## src/rtl/hsdet_pkg.sv

```systemverilog
package hsdet_pkg;
  typedef enum logic [2:0] {
    ST_IDLE, ST_CMD, ST_RES, ST_DECIDE, ST_LR
  } hsdet_state_e;

  typedef enum logic [2:0] {
    VD_NONE, VD_HOLD, VD_MIC_P2, VD_MIC_P1, VD_SINGLE
  } hsdet_verdict_e;

  localparam logic [1:0] PIN_OPEN = 2'd0;
  localparam logic [1:0] PIN_ONE  = 2'd1;
  localparam logic [1:0] PIN_TWO  = 2'd2;
endpackage

```

## src/rtl/hsdet_judge.sv

```systemverilog
module hsdet_judge
  import hsdet_pkg::*;
#(
  parameter int MEAS_W = 10
) (
  input  logic [MEAS_W-1:0] rd_a_i,
  input  logic [MEAS_W-1:0] rd_b_i,
  input  logic [MEAS_W-1:0] lo_i,
  input  logic [MEAS_W-1:0] hi_i,
  output hsdet_verdict_e    verdict_o
);
  logic both_high, mic_on_two, mic_on_one, both_low;

  always_comb begin
    both_high  = (rd_a_i >= hi_i) && (rd_b_i >= hi_i);
    mic_on_two = ((rd_b_i > rd_a_i) && (rd_a_i > lo_i) && (rd_a_i < hi_i)) ||
                 ((rd_b_i > lo_i) && (lo_i > rd_a_i));
    mic_on_one = ((rd_a_i > rd_b_i) && (rd_b_i > lo_i) && (rd_b_i < hi_i)) ||
                 ((rd_a_i > lo_i) && (lo_i > rd_b_i));
    both_low   = (lo_i >= rd_a_i) && (lo_i >= rd_b_i);
    if (both_high)       verdict_o = VD_HOLD;
    else if (mic_on_two) verdict_o = VD_MIC_P2;
    else if (mic_on_one) verdict_o = VD_MIC_P1;
    else if (both_low)   verdict_o = VD_SINGLE;
    else                 verdict_o = VD_NONE;
  end
endmodule

```

## src/rtl/hsdet_seq.sv

```systemverilog
module hsdet_seq
  import hsdet_pkg::*;
#(
  parameter int MEAS_W = 10,
  parameter int CODE_W = 4,
  parameter int NPIN   = 2
) (
  input  logic              clk,
  input  logic              rst_n,
  input  logic              go_i,
  input  logic [CODE_W-1:0] code_i,
  input  logic              cmd_ready_i,
  input  logic              res_valid_i,
  input  logic [MEAS_W-1:0] res_data_i,
  output logic              cmd_valid_o,
  output logic              cmd_pin_o,
  output logic [CODE_W-1:0] cmd_code_o,
  output logic              res_ready_o,
  output logic [MEAS_W-1:0] rd_a_o,
  output logic [MEAS_W-1:0] rd_b_o,
  output logic              decide_o,
  output logic              lr_phase_o,
  output logic              idle_o,
  output logic              busy_o,
  output logic              aux_en_o,
  output logic              err_o
);
  localparam int PW = (NPIN > 1) ? $clog2(NPIN) : 1;
  localparam logic [PW-1:0] LAST_PIN = PW'(NPIN - 1);

  hsdet_state_e      st_q;
  logic [PW-1:0]     pin_q;
  logic [CODE_W-1:0] code_q;
  logic [MEAS_W-1:0] rd_q [NPIN];
  logic              err_q, aux_q;

  always_ff @(posedge clk or negedge rst_n) begin
    if (!rst_n) begin
      st_q   <= ST_IDLE;
      pin_q  <= '0;
      code_q <= '0;
      err_q  <= 1'b0;
      aux_q  <= 1'b0;
      for (int i = 0; i < NPIN; i++) rd_q[i] <= '0;
    end else begin
      case (st_q)
        ST_IDLE: if (go_i) begin
          if (code_i == '0) err_q <= 1'b1;
          else begin
            err_q  <= 1'b0;
            aux_q  <= 1'b0;
            code_q <= code_i;
            pin_q  <= '0;
            st_q   <= ST_CMD;
          end
        end
        ST_CMD: if (cmd_ready_i) st_q <= ST_RES;
        ST_RES: if (res_valid_i) begin
          rd_q[pin_q] <= res_data_i;
          if (pin_q == LAST_PIN) st_q <= ST_DECIDE;
          else begin
            pin_q <= pin_q + 1'b1;
            st_q  <= ST_CMD;
          end
        end
        ST_DECIDE: st_q <= ST_LR;
        ST_LR: begin
          aux_q <= 1'b1;
          st_q  <= ST_IDLE;
        end
        default: st_q <= ST_IDLE;
      endcase
    end
  end

  assign cmd_valid_o = (st_q == ST_CMD);
  assign cmd_pin_o   = pin_q[0];
  assign cmd_code_o  = code_q;
  assign res_ready_o = (st_q == ST_RES);
  assign rd_a_o      = rd_q[0];
  assign rd_b_o      = rd_q[NPIN-1];
  assign decide_o    = (st_q == ST_DECIDE);
  assign lr_phase_o  = (st_q == ST_LR);
  assign idle_o      = (st_q == ST_IDLE);
  assign busy_o      = (st_q == ST_CMD) || (st_q == ST_RES) || (st_q == ST_DECIDE);
  assign aux_en_o    = aux_q;
  assign err_o       = err_q;
endmodule

```

## src/rtl/hsdet_route.sv

```systemverilog
module hsdet_route
  import hsdet_pkg::*;
(
  input  logic           clk,
  input  logic           rst_n,
  input  logic           decide_i,
  input  hsdet_verdict_e verdict_i,
  input  logic           irq_clr_i,
  output logic [1:0]     mic_o,
  output logic [1:0]     gnd_o,
  output logic [1:0]     sense_o,
  output logic           irq_o,
  output logic           flag_o
);
  always_ff @(posedge clk or negedge rst_n) begin
    if (!rst_n) begin
      mic_o   <= PIN_OPEN;
      gnd_o   <= PIN_OPEN;
      sense_o <= PIN_OPEN;
      irq_o   <= 1'b0;
    end else begin
      irq_o <= 1'b0;
      if (decide_i) begin
        case (verdict_i)
          VD_MIC_P2: begin
            mic_o <= PIN_TWO; gnd_o <= PIN_ONE; sense_o <= PIN_ONE; irq_o <= 1'b1;
          end
          VD_MIC_P1: begin
            mic_o <= PIN_ONE; gnd_o <= PIN_TWO; sense_o <= PIN_TWO; irq_o <= 1'b1;
          end
          VD_SINGLE: begin
            mic_o <= PIN_OPEN; gnd_o <= PIN_ONE; sense_o <= PIN_ONE;
          end
          default: ;
        endcase
      end
    end
  end

  always_ff @(posedge clk or negedge rst_n) begin
    if (!rst_n)         flag_o <= 1'b0;
    else if (irq_o)     flag_o <= 1'b1;
    else if (irq_clr_i) flag_o <= 1'b0;
  end
endmodule

```

## src/rtl/hsdet_top.sv

```systemverilog
module hsdet_top
  import hsdet_pkg::*;
#(
  parameter int MEAS_W = 10,
  parameter int CODE_W = 4
) (
  input  logic              clk,
  input  logic              rst_n,
  input  logic              det_en_i,
  input  logic              req_right_i,
  input  logic              req_left_i,
  input  logic              req_agnd_i,
  input  logic              start_i,
  input  logic [CODE_W-1:0] isrc_code_i,
  input  logic [MEAS_W-1:0] thr_lo_i,
  input  logic [MEAS_W-1:0] thr_hi_i,
  input  logic              irq_clr_i,
  output logic              meas_cmd_valid_o,
  input  logic              meas_cmd_ready_i,
  output logic              meas_cmd_pin_o,
  output logic [CODE_W-1:0] meas_cmd_isrc_o,
  input  logic              meas_res_valid_i,
  output logic              meas_res_ready_o,
  input  logic [MEAS_W-1:0] meas_res_data_i,
  output logic [1:0]        mic_pin_o,
  output logic [1:0]        gnd_pin_o,
  output logic [1:0]        sense_sel_o,
  output logic              lr_on_o,
  output logic              aux_on_o,
  output logic              busy_o,
  output logic              err_o,
  output logic              irq_o,
  output logic              irq_flag_o
);
  logic              go, decide, lr_phase, idle, aux_en;
  logic [MEAS_W-1:0] rd_a, rd_b;
  hsdet_verdict_e    verdict;

  assign go = start_i && det_en_i && req_right_i && req_left_i && req_agnd_i;

  hsdet_seq #(.MEAS_W(MEAS_W), .CODE_W(CODE_W), .NPIN(2)) u_seq (
    .clk, .rst_n, .go_i(go), .code_i(isrc_code_i),
    .cmd_ready_i(meas_cmd_ready_i), .res_valid_i(meas_res_valid_i),
    .res_data_i(meas_res_data_i), .cmd_valid_o(meas_cmd_valid_o),
    .cmd_pin_o(meas_cmd_pin_o), .cmd_code_o(meas_cmd_isrc_o),
    .res_ready_o(meas_res_ready_o), .rd_a_o(rd_a), .rd_b_o(rd_b),
    .decide_o(decide), .lr_phase_o(lr_phase), .idle_o(idle),
    .busy_o(busy_o), .aux_en_o(aux_en), .err_o(err_o)
  );

  hsdet_judge #(.MEAS_W(MEAS_W)) u_judge (
    .rd_a_i(rd_a), .rd_b_i(rd_b), .lo_i(thr_lo_i), .hi_i(thr_hi_i),
    .verdict_o(verdict)
  );

  hsdet_route u_route (
    .clk, .rst_n, .decide_i(decide), .verdict_i(verdict), .irq_clr_i(irq_clr_i),
    .mic_o(mic_pin_o), .gnd_o(gnd_pin_o), .sense_o(sense_sel_o),
    .irq_o(irq_o), .flag_o(irq_flag_o)
  );

  assign lr_on_o  = req_right_i && req_left_i && (lr_phase || idle);
  assign aux_on_o = aux_en && idle;
endmodule

```

## config.mk

```make
export PLATFORM = sky130hd
export DESIGN_NAME = hsdet_top
export DESIGN_NICKNAME = d
export VERILOG_FILES = /design/src/rtl/hsdet_pkg.sv /design/src/rtl/hsdet_judge.sv /design/src/rtl/hsdet_seq.sv /design/src/rtl/hsdet_route.sv /design/src/rtl/hsdet_top.sv
export SDC_FILE = /design/constraint.sdc
export NUM_CORES = 1
export LEC_CHECK = 0
export ABC_AREA = 1
export BUFFER_PORTS_ARGS = -buffer_cell sky130_fd_sc_hd__buf_4
export CORE_ASPECT_RATIO = 1.2
export CORE_MARGIN = 4
export CORE_UTILIZATION = 40
export CTS_CLUSTER_SIZE = 12
export DETAILED_ROUTE_END_ITERATION = 10
export RECOVER_POWER = 50
export SYNTH_ARGS = -nofsm -noshare
export SYNTH_HDL_FRONTEND = slang
export SYNTH_HIERARCHICAL = 1
export SYNTH_SLANG_ARGS = --single-unit
```

## constraint.sdc

```tcl
create_clock -name clk -period 3.6 [get_ports clk]
set_input_delay 1.08 -clock clk [delete_from_list [all_inputs] [get_ports clk]]
set_output_delay 1.08 -clock clk [all_outputs]
set_load 0.02 [all_outputs]
```

==> results of run 1 <==
[state kept, by name, summed over array words and instances (netlist names)]
name              cells
u_seq/aux_en_o        1
u_seq/cmd_pin_o       1
u_route/irq_o         1
u_route/flag_o        1
u_seq/rd_b_o         10
u_seq/cmd_code_o      4
u_seq/rd_a_o         10
u_route/sense_o       2
u_seq/err_o           1
u_seq/st_q            3
u_route/mic_o         2
[path summary, 6_finish.rpt]
kind	startpoint	end	slack (ps)	cells past startpoint
min	u_seq/cmd_code_o[0]$_DFFE_PN0P_	u_seq/cmd_code_o[0]$_DFFE_PN0P_	480	2
min reg2reg	u_seq/cmd_code_o[0]$_DFFE_PN0P_	u_seq/cmd_code_o[0]$_DFFE_PN0P_	480	2
max reg2reg	u_seq/rd_a_o[9]$_DFFE_PN0P_	u_route/sense_o[0]$_DFFE_PN0P_	1250	15
max in group asynchronous	rst_n	u_seq/rd_b_o[2]$_DFFE_PN0P_	1170	1
max	thr_hi_i[8]	u_route/sense_o[0]$_DFFE_PN0P_	810	17
min in group asynchronous	rst_n	u_seq/rd_b_o[9]$_DFFE_PN0P_	1320	1
[area by class of cell]
class,count,area share [%]
well taps,92,2.98
flip-flops and latches,36,23.4
inverters,101,9.86
repair buffers,62,12.0
multi-input cells,307,49.0
clock buffers,6,1.88
clock inverters,2,0.908
[stage by stage]
| stage | hold WS [ps] | setup WS, ps | instances |
|---|---|---|---|
| 2_1_floorplan | 453 | 938 | 450 |
| 3_3_place_gp | 466 | 522 | 598 |
| 3_5_place_dp | 468 | 471 | 598 |
| 4_1_cts | 491 | 780 | 606 |
| 5_1_grt | 509 | 569 | 606 |
| 6_report | 484 | 815 | 606 |
[layout by cell type, fill, tap and decap left out]
cell type	instances
a21boi_0	1
a21boi_1	1
a21oi_1	7
a21oi_2	6
buf_4	59
bufinv_16	1
clkbuf_1	2
clkbuf_4	2
clkbuf_8	5
clkinv_2	2
dfrtp_1	36
ha_1	50
inv_1	93
inv_2	7
nand2_1	139
nand2_2	10
nand2_4	1
nand3_1	20
nand3_2	5
nand4_1	6
nor2_1	23
nor2_2	5
nor2_4	7
nor3_1	2
o21a_1	1
o21ai_0	4
o21ai_1	5
o21ai_2	13
o21bai_1	1
[kinds of logic after synthesis]
kind of cell	Yosys count	share of synthesized area, %
buffers and inverters	107	13.5
and+or+nand+nor	218	30.9
DFF	36	27.7
AOI/OAI and AO/OA	39	8.62
adders and majority gates	50	19.2
[per-layer routing]
layer	vias to the layer above	global-route usage, %	routed length [um]
met2	61	27.4	3290
met5	-	0	0
li1	1508	-	-
met1	1279	18.5	3070
met3	10	2.67	277
met4	0	4.92	125
[worst min-delay path: stages, from the launching register on]
cell and delay [ps]:
dfrtp_1 350, nand2_1 50, nand2_1 50
[power by group]
| group | switching [mW] | total (mW) | internal, mW | leakage (nW) |
|---|---|---|---|---|
| clock | 0.141 | 0.346 | 0.205 | 0.0552 |
| combinational | 1.01 | 1.68 | 0.661 | 1.76 |
| sequential | 0.162 | 0.727 | 0.565 | 0.457 |
==> flow_summary.ini, run 1 <==
[logic_synthesis]
syn-cell-area_mm2 = 0.00325
yosys-top-cells-area = dfrtp_1 (28%), ha_1 (19%), nand2_1 (16%), inv_1 (11%), o21ai_2 (3.8%)
syn-instance-count = 450
synth_top_area_share_pct = 27.7
avgSynthCellArea_um2 = 7.23
synthArstFlopShare_pct = 100
synthTopCellsByCount = nand2_1 (138), inv_1 (93), ha_1 (50)
ys.flop_type = dfrtp_1
yosys_register_bits = 36
synth_fp_nets = 544
synthMostInstantiatedCell = nand2_1
synth_warnings = 6
yosysSeqAreaShare_pct = 27.7
ys_types = 27
synth_edf_count = 0
synth_top_area_cell = dfrtp_1

[power_and_ir_drop]
power_density_mw_per_mm2 = 712
p_leak_nw = 2.27
vdd_drop_max_v = 0.000389
finalPower_mw = 2.75

[global_route]
gr-total-overflow = 0
grt_pass1_vias = 2905
grtUsageTotal_pct = 15.3
antenna_found_initial = 0
grt_pass1_wl_um = 12200
grt_max_degree = 37

[worst_setup_path]
crit_slowest_cell = ha_1
worstPathArrival_ps = 2970
max_stage_delay_ps = 240
cp_top_family = simple AND/OR/NAND/NOR gates
crit_type = primary input to register
endpoint_kind = register
path_cells = buf_4 -> inv_1 -> ha_1 -> nand2_2 -> inv_1 -> a21oi_2 -> nand2_1 -> nor2_1 -> nand2_1 -> nand2_1 -> inv_1 -> nor2_1 -> nand3_2 -> clkinv_2 -> nand2_2 -> nand2_1 -> inv_1
required_ps = 3780
crit_buf_inv = 6
crit_fanout = 5
start_kind = primary input

[finish]
fin_nets = 607
fillers = 801
area_delta_synth_final_pct = 18.6
final_util_pct = 49.5
drive_gt1_share_pct = 23.9
regArea_um2 = 901
fin_area_mm2 = 0.00386
num_antenna_cells = 0
multi_input_area_mm2 = 0.00189

[die]
boundaryPins = 63
rows = 35
fp.dieH_um = 107
coreArea_mm2 = 0.00779
die_x_um = 90.3
start_util_pct = 41.7
die-area_mm2 = 0.00964

[timing]
rsz0062_at_grt = no
finalHoldViolations = 0
period_share_pct = 77.4
worst_pin_slew_ps = 1920
finalSetupViolCount = 0
skew_ps = 4.75
fmax_mhz = 359
period_minus_slack_ps = 2790
setup_tns_ps = 0
slew_headroom_pct = -28.0
maxSlewViolCount = 37

[placed_design]
dp_hpwl_um = 5750
gp_congestion = 0.825
dpl-instance-area_mm2 = 0.00377
portBuffers = 62

[worst_hold_path]
hp-class = register to register

[drt]
drt-total-wl_um = 6760
ant_nets = 0
first_pass_iters = 5
drc = 0
wire_per_inst_um = 11.2
viasPerCell = 4.72
drt_iter0_markers = 88
num_vias = 2858

[cts]
clk_pin_slew_ps = 70
cts_tree = yes
clock_path_buffers = 2
htree_levels = 2
ctsHoldBuffers = 0
post-cts-setup-buffer-count = 0
ctsResizeCount = 0
cts_root_buffer = clkbuf_8
cts.sinks = 36
cts_buffers = 5
clock_latency_ps = 280

[run_status]
violations = max-capacitance violations, max-slew violations
outcome = finished, violations left

[run]
cap_violations = 1
Note: power is estimated with default switching activity, not from simulation.
==> run 2, diff against run 1 <==
- clock period: 3.6 -> 2.55 ns (I/O delays scaled with it)
==> run 2 against run 1 <==
  * The flow now finishes without violations
  * Sequential share of layout area down 0.31 points
  * Sequential power is 42% higher
  * Utilization up 0.67 points
  * Setup slack lost 640 ps
  * Critical path type unchanged
==> flow_summary.ini, run 2 (synthesis results as in run 1) <==
[run_status]
outcome = finished clean

[global_route]
gr-total-overflow = 0
grtUsageTotal_pct = 15.0
grt_pass1_vias = 2829
grt_pass1_wl_um = 12000
grt_max_degree = 37
antenna_found_initial = 0

[timing]
fmax_mhz = 422
maxSlewViolCount = 0
finalSetupViolCount = 0
holdWs_ps = 482
worst_pin_slew_ps = 885
finalHoldViolations = 0
skew_ps = 4.84
slew_headroom_pct = 41.0
period_share_pct = 93.0
period_minus_slack_ps = 2370
rsz0062_at_grt = yes

[cts]
cts_root_buffer = clkbuf_8
clk_pin_slew_ps = 60
cts_buffers = 5
clock_latency_ps = 280
htree_levels = 2
clock_path_buffers = 2
cts_tree = yes
ctsHoldBuffers = 0
cts.sinks = 36

[die]
coreArea_mm2 = 0.00779
boundaryPins = 63
fp.dieH_um = 107
rows = 35
die-area_mm2 = 0.00964
start_util_pct = 41.7
die_x_um = 90.3

[finish]
stdcell_count = 608
fin_area_mm2 = 0.00391
final_util_pct = 50.2
drive_gt1_share_pct = 27.5
area_delta_synth_final_pct = 20.2
final_cell_mix = nand2_1 (136), inv_1 (93), buf_4 (61)
num_antenna_cells = 0
fin_nets = 609
final_common_cell = nand2_1

[placed_design]
dp_hpwl_um = 5860
place_inst = 600
gp_congestion = 0.812
dpl-instance-area_mm2 = 0.00379
portBuffers = 62

[drt]
num_vias = 2846
drc = 0
ant_nets = 0
drt-total-wl_um = 6900
first_pass_iters = 4
drt_iter0_markers = 71
viasPerCell = 4.68
wire_per_inst_um = 11.3

[worst_setup_path]
endpoint_kind = register
max_stage_delay_ps = 290
worstPathArrival_ps = 2540
start_kind = primary input
crit_slowest_cell = ha_1
required_ps = 2720
crit_fanout = 5
cpMostUsedCell = nand2_2
path_cells = buf_4 -> ha_1 -> nand2_2 -> inv_2 -> a21oi_2 -> nand2_1 -> nor2_4 -> nand3_2 -> nand2_2 -> nor2_1 -> nor2_2 -> nand3_2 -> clkinv_2 -> nand2_2 -> nand2_1 -> inv_1
crit_type = primary input to register

[power_and_ir_drop]
power_density_mw_per_mm2 = 1010
vdd_drop_max_v = 0.000499
p_leak_nw = 2.29

[run]
cap_violations = 0

[worst_hold_path]
hp-class = register to register
## run 2: cell types whose count changed in the layout (fill, tap and decap cells not counted), moves of 2 or more
cell / before / now
a21oi_2: 6 / 10
a21oi_1: 7 / 3
nand2_1: 139 / 136
nor2_2: 5 / 10
o21ai_0: 4 / 2
clkbuf_1: 2 / 0
buf_4: 59 / 61
nor2_1: 23 / 17
nand2_2: 10 / 13
## run 2: metal layers
metal  routed length, um  up-vias  track usage, %  share of wire [%]
met5                   0        -               0                  0
li1                    -     1514               -                  -
met3                 315        6            2.67                4.6
met2                3430       60            26.6                 50
met4                 101        0            4.92                1.5
met1                3050     1266            18.2                 44
## run 2: repair_timing
item                       CTS  global route
setup buffers                0             0
setup endpoints to repair    0             5
gates resized for setup      0            14
## run 2: layout make-up
| class | instances | area (um2) |
|---|---|---|
| fill | 823 | 3880 |
| multi-input combinational | 307 | 1940 |
| sequential | 36 | 901 |
| timing repair buffer | 64 | 478 |
| inverter | 101 | 380 |
| tap | 92 | 115 |
| clock buffer | 6 | 82.6 |
| clock inverter | 2 | 10.0 |
## run 2: final timing paths
| check | end | slack [ps] | from | depth (start not counted) |
|---|---|---|---|---|
| worst max-delay path | u_route/sense_o[0]$_DFFE_PN0P_ | 180 | thr_lo_i[9] | 16 |
| worst min-delay path | u_route/flag_o$_DFFE_PN0P_ | 480 | u_route/irq_o$_DFF_PN0_ | 1 |
| worst max register to register | u_route/sense_o[0]$_DFFE_PN0P_ | 280 | u_seq/rd_a_o[9]$_DFFE_PN0P_ | 16 |
| worst min register to register | u_route/flag_o$_DFFE_PN0P_ | 480 | u_route/irq_o$_DFF_PN0_ | 1 |
| max in group asynchronous | u_seq/rd_b_o[2]$_DFFE_PN0P_ | 1400 | rst_n | 1 |
| min in group asynchronous | u_seq/rd_a_o[8]$_DFFE_PN0P_ | 600 | rst_n | 1 |
## run 2: where the power goes
part           total (mW)  switching, mW  leakage [nW]  internal (mW)
combinational        2.50           1.50          1.78           1.00
sequential           1.03          0.228         0.457          0.798
clock               0.402          0.187        0.0510          0.215
## run 2: metrics by stage
step	power [mW]	worst slack [ps]	TNS (ps)
after floorplan	2.82	203	0
after global placement	3.42	-149	-509
after detailed placement	3.49	-185	-613
after CTS	3.93	85.4	0
after global routing	4.42	-6.47	-6.47
final	3.93	179	0
## run 2: worst max-delay path: cells and delay by family
kind / cells / cell delay, ps
AND/OR/NAND/NOR: 10 / 1000
buffers and inverters: 4 / 280
adder cells (fa/ha/maj): 1 / 290
AO/OA/AOI/OAI: 1 / 180
==> run 3, diff against run 2 <==
- PLACE_DENSITY_LB_ADDON: default -> 0.12
- clock period: 2.55 -> 2.34 ns (I/O delays scaled with it)
==> run 3 against run 2 <==
  * Via count up 3.0%
  * Clock skew about the same
  * Non-clock buffer count up 12
  * Global-route usage down 0.68 points
  * Sequential share of layout area down 2.9 points
  * Cell count up 1.8%
  * Critical path depth up 2
  * Routed wire length up 6.5%
  * Register-to-register slack worse by 190 ps
  * Combinational power up 42%
  * Clock power up 14%
  * Total power up 31%
  * Largest power group unchanged
  * Highest routed layer unchanged
==> flow_summary.ini, run 3 (synthesis results as in run 1) <==
[timing]
setup_tns_ps = 0
period_minus_slack_ps = 2270
slew_headroom_pct = 40.8
rsz0062_at_grt = yes
finalHoldViolations = 0
worst_pin_slew_ps = 887
fmax_mhz = 440
maxSlewViolCount = 0
period_share_pct = 97.2
finalSetupViolCount = 0
skew_ps = 4.45

[global_route]
gr-total-overflow = 0
grt_pass1_wl_um = 11400
antenna_found_initial = 0
grt_pass1_vias = 2693
grtUsageTotal_pct = 14.3
grt_max_degree = 37

[finish]
final_common_cell = nand2_1
final_util_pct = 57.7
fillers = 754
final_cell_mix = nand2_1 (119), inv_1 (80), buf_4 (68)
fin_area_mm2 = 0.00450
area_delta_synth_final_pct = 38.2
num_antenna_cells = 0
drive_gt1_share_pct = 42.9
fin_nets = 621

[drt]
first_pass_iters = 4
ant_nets = 0
wire_per_inst_um = 11.9
num_vias = 2930
drc = 0
drt_iter0_markers = 42
drt-total-wl_um = 7340
viasPerCell = 4.73

[die]
rows = 35
die_x_um = 90.3
boundaryPins = 63
die-area_mm2 = 0.00964
start_util_pct = 41.7
fp.dieH_um = 107
coreArea_mm2 = 0.00779

[run]
cap_violations = 0

[worst_setup_path]
critical_path.endpoint = u_route/mic_o[0]$_DFFE_PN0P_
worstPathArrival_ps = 2440
worstRegToRegCells = 18
timing.rr.start = u_seq/rd_a_o[9]$_DFFE_PN0P_
startpoint = thr_lo_i[5]
start_kind = primary input
rr_endpoint = u_route/sense_o[0]$_DFFE_PN0P_
endpoint_kind = register
crit_fanout = 4
required_ps = 2500
crit_type = primary input to register
rrSetupSlack_ps = 90

[cts]
cts_buffers = 5
htree_levels = 2
clk_pin_slew_ps = 70
clock_path_buffers = 2
ctsHoldBuffers = 0
cts_root_buffer = clkbuf_8
cts_tree = yes
clock_latency_ps = 280
cts.sinks = 36

[placed_design]
dp_hpwl_um = 5720
gp_congestion = 0.820
dpl-instance-area_mm2 = 0.00381
portBuffers = 62

[power_and_ir_drop]
power_density_mw_per_mm2 = 1150
vdd_drop_max_v = 0.000734
p_leak_nw = 2.40
finalPower_mw = 5.17

[run_status]
outcome = finished clean

[worst_hold_path]
hp-class = register to register
==> run 3: cell count changes in the layout (fill, tap and decap cells not counted), sizes merged <==
cell    before  now
clkbuf       9   10
buf         61   73
inv        100  101
clkinv       3    0
==> run 3: how the worst min path moves through the flow <==
stage                                    start                         endpoint  cells after the start
6_report       u_seq/cmd_code_o[1]$_DFFE_PN0P_  u_seq/cmd_code_o[1]$_DFFE_PN0P_                      2
5_1_grt        u_seq/cmd_code_o[1]$_DFFE_PN0P_  u_seq/cmd_code_o[1]$_DFFE_PN0P_                      2
4_1_cts                                  rst_n       u_route/flag_o$_DFFE_PN0P_                      1
3_5_place_dp   u_seq/cmd_code_o[1]$_DFFE_PN0P_  u_seq/cmd_code_o[1]$_DFFE_PN0P_                      2
3_3_place_gp   u_seq/cmd_code_o[1]$_DFFE_PN0P_  u_seq/cmd_code_o[1]$_DFFE_PN0P_                      2
2_1_floorplan                            rst_n       u_route/flag_o$_DFFE_PN0P_                      0
==> run 3: worst max-delay path: stages <==
cell and delay [ps]:
buf_4 120, ha_1 300, nand2_1 100, inv_1 40, nand2_1 100, nand2_1 70, nand2_1 70, nand3_2 80
nand3_2 90, nand2_2 60, inv_2 50, nand2_1 70, nor2_4 130, inv_2 70, nor2_2 120, nand2_2 100
nand3_1 80, nand2_1 60
==> run 3: metal layers <==
metal / vias to the layer above / routed length [um] / global-route usage (%)
li1: 1533 / - / -
met1: 1326 / 3170 / 17.5
met2: 57 / 3710 / 25.2
met3: 14 / 300 / 2.46
met4: 0 / 161 / 5.14
met5: - / 0 / 0
==> run 3: final cells by class <==
type | instances | area (um2) | share of cell area [%]
clock buffers | 7 | 96.3 | 2.14
inverters | 101 | 389 | 8.66
multi-input cells | 307 | 2400 | 53.4
flip-flops and latches | 36 | 907 | 20.2
well taps | 92 | 115 | 2.56
repair buffers | 76 | 587 | 13.1
==> run 3: what timing repair did <==
item / CTS / global route
pin swaps: 0 / 46
buffers inserted: 0 / 10
setup endpoints to repair: 1 / 5
gates cloned: 0 / 0
resized for setup: 1 / 110
==> run 3: power by group <==
group / switching [mW] / internal (mW) / leakage (nW) / total, mW
Clock: 0.196 / 0.262 / 0.0503 / 0.458
Combinational: 1.98 / 1.56 / 1.90 / 3.54
Sequential: 0.296 / 0.877 / 0.451 / 1.17
Total: 2.47 / 2.70 / 2.40 / 5.17
==> run 3: per-stage QoR <==
stage               setup WS [ps]  instances  hold slack, ps
CTS                          27.3        610             386
global placement             -283        603             466
global route                -69.2        619             511
floorplan                    55.6        450             406
finish                       66.5        619             483
detailed placement           -328        603             467
